**config.mk**
```make
export PLATFORM = sky130hd
export DESIGN_NAME = decade_timebase
export DESIGN_NICKNAME = d
export VERILOG_FILES = /design/src/rtl/decade_timebase_pkg.sv /design/src/rtl/tb_input_stage.sv /design/src/rtl/decade_digit.sv /design/src/rtl/decade_chain.sv /design/src/rtl/tb_gate_ctrl.sv /design/src/rtl/decade_timebase.sv
export SDC_FILE = /design/constraint.sdc
export NUM_CORES = 1
export LEC_CHECK = 0
export BUFFER_PORTS_ARGS = -buffer_cell sky130_fd_sc_hd__buf_2
export CAP_MARGIN = 20
export CORE_ASPECT_RATIO = 0.7
export CORE_MARGIN = 10
export CORE_UTILIZATION = 45
export DETAILED_ROUTE_END_ITERATION = 8
export GPL_TIMING_DRIVEN = 1
export HOLD_SLACK_MARGIN = 0.06
export SETUP_SLACK_MARGIN = 0.5
export SYNTH_ARGS = -nofsm -noshare
export SYNTH_HDL_FRONTEND = slang
export SYNTH_SLANG_ARGS = --single-unit
```
**constraint.sdc**
```tcl
create_clock -name clk -period 2.1 [get_ports clk]
set_input_delay 0.42 -clock clk [delete_from_list [all_inputs] [get_ports clk]]
set_output_delay 0.42 -clock clk [all_outputs]
set_load 0.1 [all_outputs]
```
**src/rtl/decade_timebase_pkg.sv**
```systemverilog
package decade_timebase_pkg;

    localparam int unsigned CODE_W = 4;

    typedef enum logic [1:0] {
        SRC_REF  = 2'd0,
        SRC_CHA  = 2'd1,
        SRC_CHB  = 2'd2,
        SRC_NONE = 2'd3
    } src_e;

    typedef enum logic [1:0] {
        GS_IDLE  = 2'd0,
        GS_WAIT  = 2'd1,
        GS_OPEN  = 2'd2
    } gate_st_e;

    typedef struct packed {
        logic gate;
        logic done;
    } gate_flags_t;

    function automatic logic [CODE_W-1:0] clamp_code(
        input logic [CODE_W-1:0] c,
        input int unsigned       top
    );
        logic [CODE_W-1:0] lim;
        lim = CODE_W'(top);
        return (c > lim) ? lim : c;
    endfunction

endpackage

```
**src/rtl/tb_input_stage.sv**
```systemverilog
module tb_input_stage
    import decade_timebase_pkg::*;
(
    input  logic       clk,
    input  logic       rst,
    input  logic [1:0] src_sel,
    input  logic       ref_in,
    input  logic       cha_in,
    input  logic       chb_in,
    output logic       edge_pulse
);
    logic picked;
    logic stage1_q;
    logic stage2_q;

    always_comb begin
        case (src_e'(src_sel))
            SRC_REF:  picked = ref_in;
            SRC_CHA:  picked = cha_in;
            SRC_CHB:  picked = chb_in;
            default:  picked = 1'b0;
        endcase
    end

    always_ff @(posedge clk) begin
        if (rst) begin
            stage1_q <= 1'b0;
            stage2_q <= 1'b0;
        end else begin
            stage1_q <= picked;
            stage2_q <= stage1_q;
        end
    end

    assign edge_pulse = stage1_q & ~stage2_q;
endmodule

```
**src/rtl/decade_digit.sv**
```systemverilog
module decade_digit (
    input  logic       clk,
    input  logic       rst,
    input  logic       cin,
    output logic [3:0] digit,
    output logic       cout
);
    logic [3:0] digit_q;

    always_ff @(posedge clk) begin
        if (rst) begin
            digit_q <= 4'd0;
        end else if (cin) begin
            digit_q <= (digit_q == 4'd9) ? 4'd0 : digit_q + 4'd1;
        end
    end

    assign digit = digit_q;
    assign cout  = cin & (digit_q == 4'd9);
endmodule

```
**src/rtl/decade_chain.sv**
```systemverilog
module decade_chain #(
    parameter int unsigned DECADES = 8
) (
    input  logic                    clk,
    input  logic                    rst,
    input  logic                    edge_pulse,
    output logic [DECADES:0]        taps,
    output logic [DECADES-1:0][3:0] digits
);
    logic [DECADES:0] carry;

    assign carry[0] = edge_pulse;

    for (genvar g = 0; g < DECADES; g++) begin : g_dec
        decade_digit u_digit (
            .clk   (clk),
            .rst   (rst),
            .cin   (carry[g]),
            .digit (digits[g]),
            .cout  (carry[g+1])
        );
    end

    assign taps = carry;
endmodule

```
**src/rtl/tb_gate_ctrl.sv**
```systemverilog
module tb_gate_ctrl
    import decade_timebase_pkg::*;
#(
    parameter int unsigned DECADES = 8,
    localparam int unsigned SEL_W  = $clog2(DECADES + 1)
) (
    input  logic             clk,
    input  logic             rst,
    input  logic             arm,
    input  logic [SEL_W-1:0] code_sel,
    input  logic [DECADES:0] taps,
    output gate_flags_t      flags,
    output logic             waiting
);
    gate_st_e         state_q;
    logic [SEL_W-1:0] code_l;
    gate_flags_t      flags_q;
    logic             tap_hit;

    assign tap_hit = taps[code_l];

    always_ff @(posedge clk) begin
        if (rst) begin
            state_q <= GS_IDLE;
            code_l  <= '0;
            flags_q <= '0;
        end else begin
            flags_q.done <= 1'b0;
            case (state_q)
                GS_IDLE: begin
                    if (arm) begin
                        state_q <= GS_WAIT;
                        code_l  <= code_sel;
                    end
                end
                GS_WAIT: begin
                    if (tap_hit) begin
                        state_q      <= GS_OPEN;
                        flags_q.gate <= 1'b1;
                    end
                end
                GS_OPEN: begin
                    if (tap_hit) begin
                        state_q      <= GS_IDLE;
                        flags_q.gate <= 1'b0;
                        flags_q.done <= 1'b1;
                    end
                end
                default: state_q <= GS_IDLE;
            endcase
        end
    end

    assign flags   = flags_q;
    assign waiting = (state_q == GS_WAIT);
endmodule

```
**src/rtl/decade_timebase.sv**
```systemverilog
module decade_timebase
    import decade_timebase_pkg::*;
#(
    parameter int unsigned DECADES = 8,
    localparam int unsigned SEL_W  = $clog2(DECADES + 1)
) (
    input  logic       clk,
    input  logic       rst,
    input  logic [1:0] src_sel,
    input  logic       ref_in,
    input  logic       cha_in,
    input  logic       chb_in,
    input  logic [3:0] tb_code,
    input  logic       arm,
    output logic       gate_out,
    output logic       gate_done,
    output logic       scaled_out
);
    logic                    edge_pulse;
    logic [DECADES:0]        taps;
    logic [DECADES-1:0][3:0] digits;
    logic [SEL_W-1:0]        code_sel;
    logic                    shaped_q;
    logic                    waiting;
    gate_flags_t             flags;

    assign code_sel = SEL_W'(clamp_code(tb_code, DECADES));

    tb_input_stage u_in (
        .clk        (clk),
        .rst        (rst),
        .src_sel    (src_sel),
        .ref_in     (ref_in),
        .cha_in     (cha_in),
        .chb_in     (chb_in),
        .edge_pulse (edge_pulse)
    );

    decade_chain #(.DECADES(DECADES)) u_chain (
        .clk        (clk),
        .rst        (rst),
        .edge_pulse (edge_pulse),
        .taps       (taps),
        .digits     (digits)
    );

    tb_gate_ctrl #(.DECADES(DECADES)) u_gate (
        .clk      (clk),
        .rst      (rst),
        .arm      (arm),
        .code_sel (code_sel),
        .taps     (taps),
        .flags    (flags),
        .waiting  (waiting)
    );

    always_ff @(posedge clk) begin
        if (rst) shaped_q <= 1'b0;
        else     shaped_q <= taps[code_sel];
    end

    assign scaled_out = shaped_q;
    assign gate_out   = flags.gate;
    assign gate_done  = flags.done;
endmodule

```
-- After elaboration in Yosys (flattened, before gate mapping)
Cells that the tools add are included.
- $mul: 0
- bitwise logic cells: 11
- reduce and logical (&&, ||, !) cells: 7
- add/subtract/negate cells: 8
- $lt $le $gt $ge: 3
- multiplexer cells: 21
- shifts and indexed selects: 0
- div/mod/pow operators: 0
- eq/ne operators: 15
- operator list (kind ; number):
    $mux W4 ; 9
    $add A4 B1 Y4 const B ; 8
    $eq A4 B4 Y1 const B ; 8
    $lt A4 B5 Y1 const B ; 2
    $and A1 B1 Y1 ; 9
    $bmux W1 S4 ; 2
    $mux W2 ; 4
    $pmux W2 S3 ; 1
    $reduce_and A3 Y1 ; 2
    $eq A2 B1 Y1 const B ; 2
    $eq A2 B2 Y1 const B ; 2
    $gt A4 B4 Y1 const B ; 1
    $logic_not A2 Y1 ; 2
    $ne A2 B2 Y1 const B ; 2
    $mux W1 ; 3
    $pmux W1 S3 ; 1
    $ne A2 B1 Y1 const B ; 1
    $not A1 Y1 ; 2
    $pmux W1 S2 ; 1
    $reduce_and A2 Y1 ; 1
    $reduce_bool A2 Y1 ; 1
    $reduce_or A2 Y1 ; 1
- bits in writable memories: 0
- input port bits: 12
- memories: 0
- ROM bits: 0
- bits in registers: 43
- bits in latches: 0

-- Depth between registers and ports, before layout
Gate-level depths: netlist (run 1).
- depth after elaboration: 14
- mapped depth: 7

-- Cells and area by module
Synthesis (run 1) repeated with hierarchy kept, for this count alone.
- cell total of the unflattened synthesis: 222
- area total of the unflattened synthesis: 2163.3 um2
- modules (own cells, without submodules) (module ; cells each ; times used ; sequential area each (um2) ; area an instance (um2)):
    decade_digit ; 19 ; 8 ; 80.1 ; 188.9
    tb_gate_ctrl ; 43 ; 1 ; 160.2 ; 416.6
    decade_timebase ; 18 ; 1 ; 20.0 ; 147.6
    tb_input_stage ; 8 ; 1 ; 40.0 ; 80.1
    decade_chain ; 1 ; 1 ; 0.0 ; 7.5

-- Least setup slack after synthesis (run 1)
Ideal clock, no wire load.
- path kind: register to register
- start point: register u_chain.g_dec[0].u_digit.digit_q[2]
- end point: register u_gate.state_q[0]
- setup slack: 0.383 ns
- clock period less this slack: 1.717 ns
- library setup time: 0.072 ns
- arrival time: 1.645 ns
- buffers on the path: 1
- data required time: 2.028 ns
- stages on the path, launching flop included: 8
- cell sequence: dfxtp_1 -> and4bb_1 -> and4_1 -> buf_6 -> a211oi_2 -> a211oi_2 -> o32ai_2 -> mux2i_1
- cells in the longest elaborated chain, start to end: 13
- ends and longest elaborated chain (what ; RTL line ; RTL):
    from (decl) ; decade_digit.sv:8 ; logic [3:0] digit_q;
    from (signal assigned) ; decade_digit.sv:14 ; digit_q <= (digit_q == 4'd9) ? 4'd0 : digit_q + 4'd1;
    $eq A4 B4 Y1 (*) ; decade_digit.sv:19 ; assign cout = cin & (digit_q == 4'd9);
    $and A1 B1 Y1 (*) ; decade_digit.sv:19 ;
    $and A1 B1 Y1 (7 in series) ; decade_digit.sv:19 ;
    $bmux W1 S4 (*) ; tb_gate_ctrl.sv:20 ; assign tap_hit = taps[code_l];
    $mux W1 (not written as such) (*) ; tb_gate_ctrl.sv:20 ;
    $ne A2 B2 Y1 (no line) or $ne A2 B1 Y1 (tied branches) ; -- ;
    $reduce_and A3 Y1 (no line) (*) ; -- ;
    to (signal assigned) ; tb_gate_ctrl.sv:24 ; state_q <= GS_IDLE;
    to (signal assigned) ; tb_gate_ctrl.sv:32 ; state_q <= GS_WAIT;
    to (signal assigned) ; tb_gate_ctrl.sv:38 ; state_q <= GS_OPEN;
    to (decl) ; tb_gate_ctrl.sv:15 ; gate_st_e state_q;
Mark *: on every way between the ends. The rest lies on a longest branch, timed or not. The select of a mux whose other input is x is not followed.
A chain may end at the register's enable or synchronous reset.

-- Worst setup path in the final report (run 1)
- start point: register u_chain.g_dec[0].u_digit.digit_q[1]
- end point: register u_gate.state_q[1]
Same word-level chain as after synthesis.

==> results.yml, run 1 <==
die:
  start_util_pct: 46.92
  die_h_um: 79.24
  fp-row-count: 21
  die_area_mm2: 0.008290
  core_mm2: 0.004808
  num_io_pins: 15
  die_x_um: 104.6
critical_path:
  reg2regPathDepth: 7
  r2r_slack_ns: 0.29
  cp_cell_sequence: "and4bb_2, and4_4, nand4bb_1, a211oi_2, buf_4, o32ai_4, mux2i_1"
  endpoint_kind: "flip-flop"
  cpMaxStageDelayCell: "dfxtp_4"
  critPathTopFamily: "simple AND/OR/NAND/NOR gates"
  cp.required_ns: 2.28
  crit_buf_inv: 1
  crit_cells: 7
  r2r_end: "u_gate.state_q[1]"
  critPathMaxFanout: 4
  reg2reg_from: "u_chain.g_dec[0].u_digit.digit[1]"
  path_class: "reg2reg"
  critPathLaunchType: "flip-flop"
  cp_slowest_stage_delay_ns: 0.35
  crit_arrival_ns: 1.99
global_routing:
  gr-usage-met1_pct: 16.19
  grt_start_max_net_pins: 29
  grt_usage_pct: 12.03
  antenna_found_initial: 0
  met3_usage_pct: 3.226
  overflow: 0
  grt_use_met2_pct: 18.32
  grt_pass1_wl_um: 8473
  grt.busiest_layer: "met2"
  grt_pass1_vias: 1839
finish:
  fillerInstances: 423
  fin_area_mm2: 0.002875
  area_delta_synth_final_pct: 27.45
  diodes: 0
  stdcell_count: 372
  nNetsFinal: 318
  layout-drive-gt1-share_pct: 31.35
synthesis:
  ys_seq_elements: 43
  netlist.top_cell.by_area: "dfxtp_1"
  yosysSeqAreaShare_pct: 38.16
  synth_cells: 266
  synth.distinct_cells: 41
  synthFlopType: "dfxtp_1"
  ys_top_cells_by_count: "dfxtp_1 (43), nor2_1 (39), a21oi_1 (23)"
  synth-warning-count: 0
  synth_area_mm2: 0.002256
  synth_nets: 282
  synthTopCellsByArea: "dfxtp_1 (38%), nor2_1 (6.5%), a21oi_1 (5.1%)"
  synth_area_per_cell_um2: 8.481
  synth_edf_count: 0
  yosysMostFrequentCell: "dfxtp_1"
  synth_top_area_share_pct: 38.16
  async_reset_ff_share_pct: 0
outcome:
  status: "finished clean"
route:
  initialDrtViolationCount: 88
  vias_per_cell: 5.110
  drtPass1Iterations: 4
  routed_wl_um: 4909
  drtAntennaViolNets: 0
  drc: 0
  vias: 1901
  wire_per_inst_um: 13.20
clocking:
  clock_latency_ns: 0.29
  cts_root_buffer: "clkbuf_8"
  htree_num_levels: 2
  cts.sinks: 43
  ctsHoldBuffers: 0
  cts_max_path_buffers: 2
  cts_tree: "built"
  clkTransAtPathRegs_ns: 0.08
  cts_made_buffers: 5
pwr:
  powerDensity_mw_per_mm2: 644.5
  p_switching_mw: 0.5496
  peakVddDrop_mv: 0.4454
  power_frac_clock_pct: 31.0
  swShare_pct: 29.66
  p_int_mw: 1.303
  p_comb_share_pct: 21.4
  power_leakage_nw: 1.118
  p_seq_share_pct: 47.7
timing:
  finalSetupViolCount: 0
  min_period_over_period_pct: 86.29
  rsz0062_at_grt: "true"
  tightest_slew_ns: 0.4909
  hold_viol: 0
  skew_ns: 0.009259
  setup-tns-final_ns: 0
  slew_viol_final: 0
  relSlewSlack_pct: 67.50
  fmax_ghz: 0.5519
  whs_ns: 0.4041
  setup_ws_ns: 0.2880
  period_needed_ns: 1.812
min_path:
  hp-class: "in2reg"
  min_from: "src_sel[0]"
  hold_depth: 3
  hold_end: "u_in.stage1_q"
placement:
  place_hpwl_um: 3297
  placed_area_mm2: 0.002445
  place_congestion: 0.7615
  pre_cts_ws_ns: 0.1903
  io_buffers: 14
  dp_cells: 349
job:
  max_cap_violations: 0
-- logic make-up (layout without fill, tap and decap cells) --
kind of cell	count (synthesis)	in the layout	synth area share, %
AO/OA/AOI/OAI	52	52	13.87
XOR/XNOR	15	15	5.824
adder cells (fa/ha/maj)	4	4	2.219
buffers and inverters	14	51	2.662
flip-flops	43	43	38.16
multiplexers	5	5	2.219
AND/OR/NAND/NOR	133	133	35.05
-- worst max-delay path by stage --
stage	slack [ns]	endpoint	start
CTS	0.30	u_gate.state_q[0]	u_chain.g_dec[0].u_digit.digit[1]
floorplan	0.41	u_gate.state_q[0]	u_chain.g_dec[2].u_digit.digit[2]
detailed placement	0.19	u_gate.state_q[0]	u_chain.g_dec[2].u_digit.digit[1]
finish	0.29	u_gate.state_q[1]	u_chain.g_dec[0].u_digit.digit[1]
global route	0.17	u_gate.state_q[0]	u_chain.g_dec[0].u_digit.digit[2]
global placement	0.23	u_gate.state_q[0]	u_chain.g_dec[2].u_digit.digit[2]
-- sequential cells by signal, summed over array words and instances, names as in the netlist --
signal / count
u_chain.g_dec.u_digit.digit: 32
u_in.stage2_q: 1
u_gate.flags: 2
u_in.stage1_q: 1
scaled_out: 1
u_gate.state_q: 2
u_gate.code_l: 4
-- worst reg2reg max path, stage by stage (launching register included) --
cell and delay, ns:
dfxtp_4 0.35, and4bb_2 0.35, and4_4 0.26, nand4bb_1 0.16, a211oi_2 0.20, buf_4 0.16
o32ai_4 0.10, mux2i_1 0.13
-- metrics by stage --
| step | util [%] | power [mW] |
|---|---|---|
| floorplan | - | 1.190 |
| global placement | 50.85 | 1.269 |
| detailed placement | 50.85 | 1.265 |
| CTS | 57.61 | 1.875 |
| global route | 59.80 | 1.952 |
| finish | 59.80 | 1.853 |
-- placed cells by master, fill, tap and decap left out, types with 2 or more instances in the layout --
cell type,Yosys,routed
nand4_1,3,3
o21ai_0,17,16
nor3_1,7,2
nand4bb_1,4,3
or3_1,2,2
a31oi_1,2,2
nand2_1,13,12
buf_6,1,2
ha_1,4,4
nor3b_1,10,5
a21oi_1,23,23
xor2_1,7,7
nor2b_1,17,17
clkbuf_8,0,7
nor2_4,0,3
inv_1,8,8
buf_4,0,18
dfxtp_4,0,4
and4b_1,2,2
a211oi_1,2,2
dfxtp_1,43,26
nor3b_2,3,5
nand3_1,11,8
dfxtp_2,0,13
nor3_2,0,4
mux2i_1,5,5
a211oi_2,2,2
nand3_4,0,3
xnor2_1,8,8
nor2_1,39,36
and4_4,1,2
nand2b_1,7,7
and4bb_2,3,5
buf_2,0,14
and2_1,2,2
nor3b_4,0,3
-- area by class of cell --
cell class                 instances  area [µm²]  area share (%)
sequential                        43       892.1           31.03
inverter                           8       30.03           1.044
clock buffer                       8       100.1           3.481
tap                               69       86.33           3.003
timing repair buffer              35       247.7           8.616
multi-input combinational        209        1519           52.83
-- power by group through the flow --
stage          Combinational (mW)  Sequential, mW  Clock (mW)
5_1_grt                     0.439           0.889       0.624
6_report                    0.396           0.883       0.574
4_1_cts                     0.396           0.885       0.594
2_1_floorplan               0.225           0.966           0
3_5_place_dp                0.359           0.907           0
3_3_place_gp                0.362           0.907           0
-- what timing repair did --
action	in CTS	in global routing
buffers inserted	14	1
setup endpoints to repair	23	27
resized for setup	32	24
pin swaps	17	7
hold endpoints to repair	0	0
-- layer usage --
layer | part of all wire [%] | up-vias
met2 | 43 | 22
met5 | 0 | -
met4 | 0.81 | 0
li1 | - | 1008
met3 | 3.4 | 4
met1 | 53 | 867
No activity file was read; power rests on OpenSTA's default activity.
==> inputs of run 2 (changes only) <==
PLACE_DENSITY = 0.62   (was unset)
clock period = 2 ns   (was 2.1 ns; I/O delays follow)
==> run 2 against run 1 <==
  * Sequential share of layout area down 0.91 points
  * Hold slack worse by 0.047 ns
  * Clock power is 12% lower
  * Largest power group unchanged
==> results.yml, run 2 (synthesis results as in run 1) <==
global_routing:
  grt_pass1_wl_um: 8135
  grt_usage_pct: 11.76
  grt.busiest_layer: "met2"
  gr-usage-met1_pct: 15.83
  grt_use_met2_pct: 17.31
  grt_start_max_net_pins: 36
  met3_usage_pct: 3.468
  grt_pass1_vias: 1732
  overflow: 0
  antenna_found_initial: 0
timing:
  whs_ns: 0.3574
  fmax_ghz: 0.5505
  min_period_over_period_pct: 90.83
  skew_ns: 0.004336
  period_needed_ns: 1.817
  hold_viol: 0
  relSlewSlack_pct: 57.17
  slew_viol_final: 0
  rsz0062_at_grt: "true"
  setup-tns-final_ns: 0
  finalSetupViolCount: 0
  tightest_slew_ns: 0.6424
finish:
  layout-drive-gt1-share_pct: 32.57
  diodes: 0
  largest_register_ffs: 32
  layout_common_cells: "nor2_1 (36), dfxtp_1 (31), a21oi_1 (23)"
  layout.cells.most_common: "nor2_1"
  nNetsFinal: 324
  area_delta_synth_final_pct: 30.39
critical_path:
  cp.required_ns: 2.18
  endpoint_kind: "flip-flop"
  crit_arrival_ns: 1.99
  critPathLaunchType: "flip-flop"
  path_class: "reg2reg"
  critPathMaxFanout: 5
clocking:
  cts_made_buffers: 5
  htree_num_levels: 2
  cts_tree: "built"
  clock_latency_ns: 0.29
  ctsHoldBuffers: 0
  clkTransAtPathRegs_ns: 0.07
  cts_max_path_buffers: 2
  cts_root_buffer: "clkbuf_8"
  cts.sinks: 43
die:
  die_x_um: 104.6
  die_area_mm2: 0.008290
  start_util_pct: 46.92
  fp-row-count: 21
  die_h_um: 79.24
  num_io_pins: 15
  core_mm2: 0.004808
pwr:
  power_leakage_nw: 1.138
  p_comb_share_pct: 21.6
  power_frac_clock_pct: 27.6
  p_int_mw: 1.275
  p_seq_share_pct: 50.8
  swShare_pct: 30.39
  p_switching_mw: 0.5567
  powerDensity_mw_per_mm2: 622.7
  peakVddDrop_mv: 0.6668
outcome:
  status: "finished clean"
route:
  vias_per_cell: 5.160
  drtAntennaViolNets: 0
  drtPass1Iterations: 4
  vias: 1940
  drc: 0
  initialDrtViolationCount: 74
  routed_wl_um: 4961
  wire_per_inst_um: 13.19
min_path:
  hp-class: "in2reg"
job:
  max_cap_violations: 0
placement:
  place_congestion: 0.7883
  io_buffers: 14
  place_hpwl_um: 3223
## run 2: through the flow
step                      std cells  worst slack [ns]  cell area [µm²]  total power [mW]  util, %
final                           376            0.1835             2942             1.832    61.18
after floorplan                 266            0.3136             2287             1.250        -
after CTS                       369            0.2161             2770             1.837    57.61
after global placement          349            0.1691             2459             1.328    51.13
after detailed placement        349            0.1036             2459             1.326    51.13
after global routing            376           0.09147             2942             1.922    61.18
## run 2: layout make-up
cell class              instances  area, µm²
fillers                       410       1867
repair buffers                 41      314.1
well taps                      69      86.33
inverters                       8      30.03
multi-input cells             209       1553
clock buffers                   6      72.57
flip-flops and latches         43      885.9
## run 2: power by group through the flow
stage	registers [mW]	logic (mW)	clock network, mW
global route	0.935	0.431	0.557
finish	0.930	0.395	0.506
floorplan	1.01	0.236	0
detailed placement	0.951	0.375	0
CTS	0.930	0.386	0.522
global placement	0.952	0.377	0
## run 2: worst paths after layout
path	from	to	slack [ns]	cells past startpoint
worst min register to register	u_in.stage1_q	u_in.stage2_q	0.50	1
worst max-delay path	u_chain.g_dec[1].u_digit.digit[2]	u_gate.state_q[0]	0.18	7
worst min-delay path	cha_in	u_in.stage1_q	0.36	3
worst max register to register	u_chain.g_dec[1].u_digit.digit[2]	u_gate.state_q[0]	0.18	7
## run 2: repair_timing
item                                    in CTS  in global routing
endpoints found under the setup margin      29                 31
buffers inserted                            14                  7
gates resized for setup                     39                 20
pin swaps                                   23                 17
## run 2: metal layers
metal  wire length (µm)  up-vias
met5                  0        -
li1                   -     1020
met4                 51        0
met2               2182       17
met1               2571      896
met3                154        7
## run 2: critical path: stages (launching register included)
cell and delay (ns):
dfxtp_4 0.36, nor3b_4 0.26, buf_4 0.18, and4_4 0.23, a211oi_2 0.08, a211oi_4 0.30
o32ai_2 0.15, mux2i_1 0.13
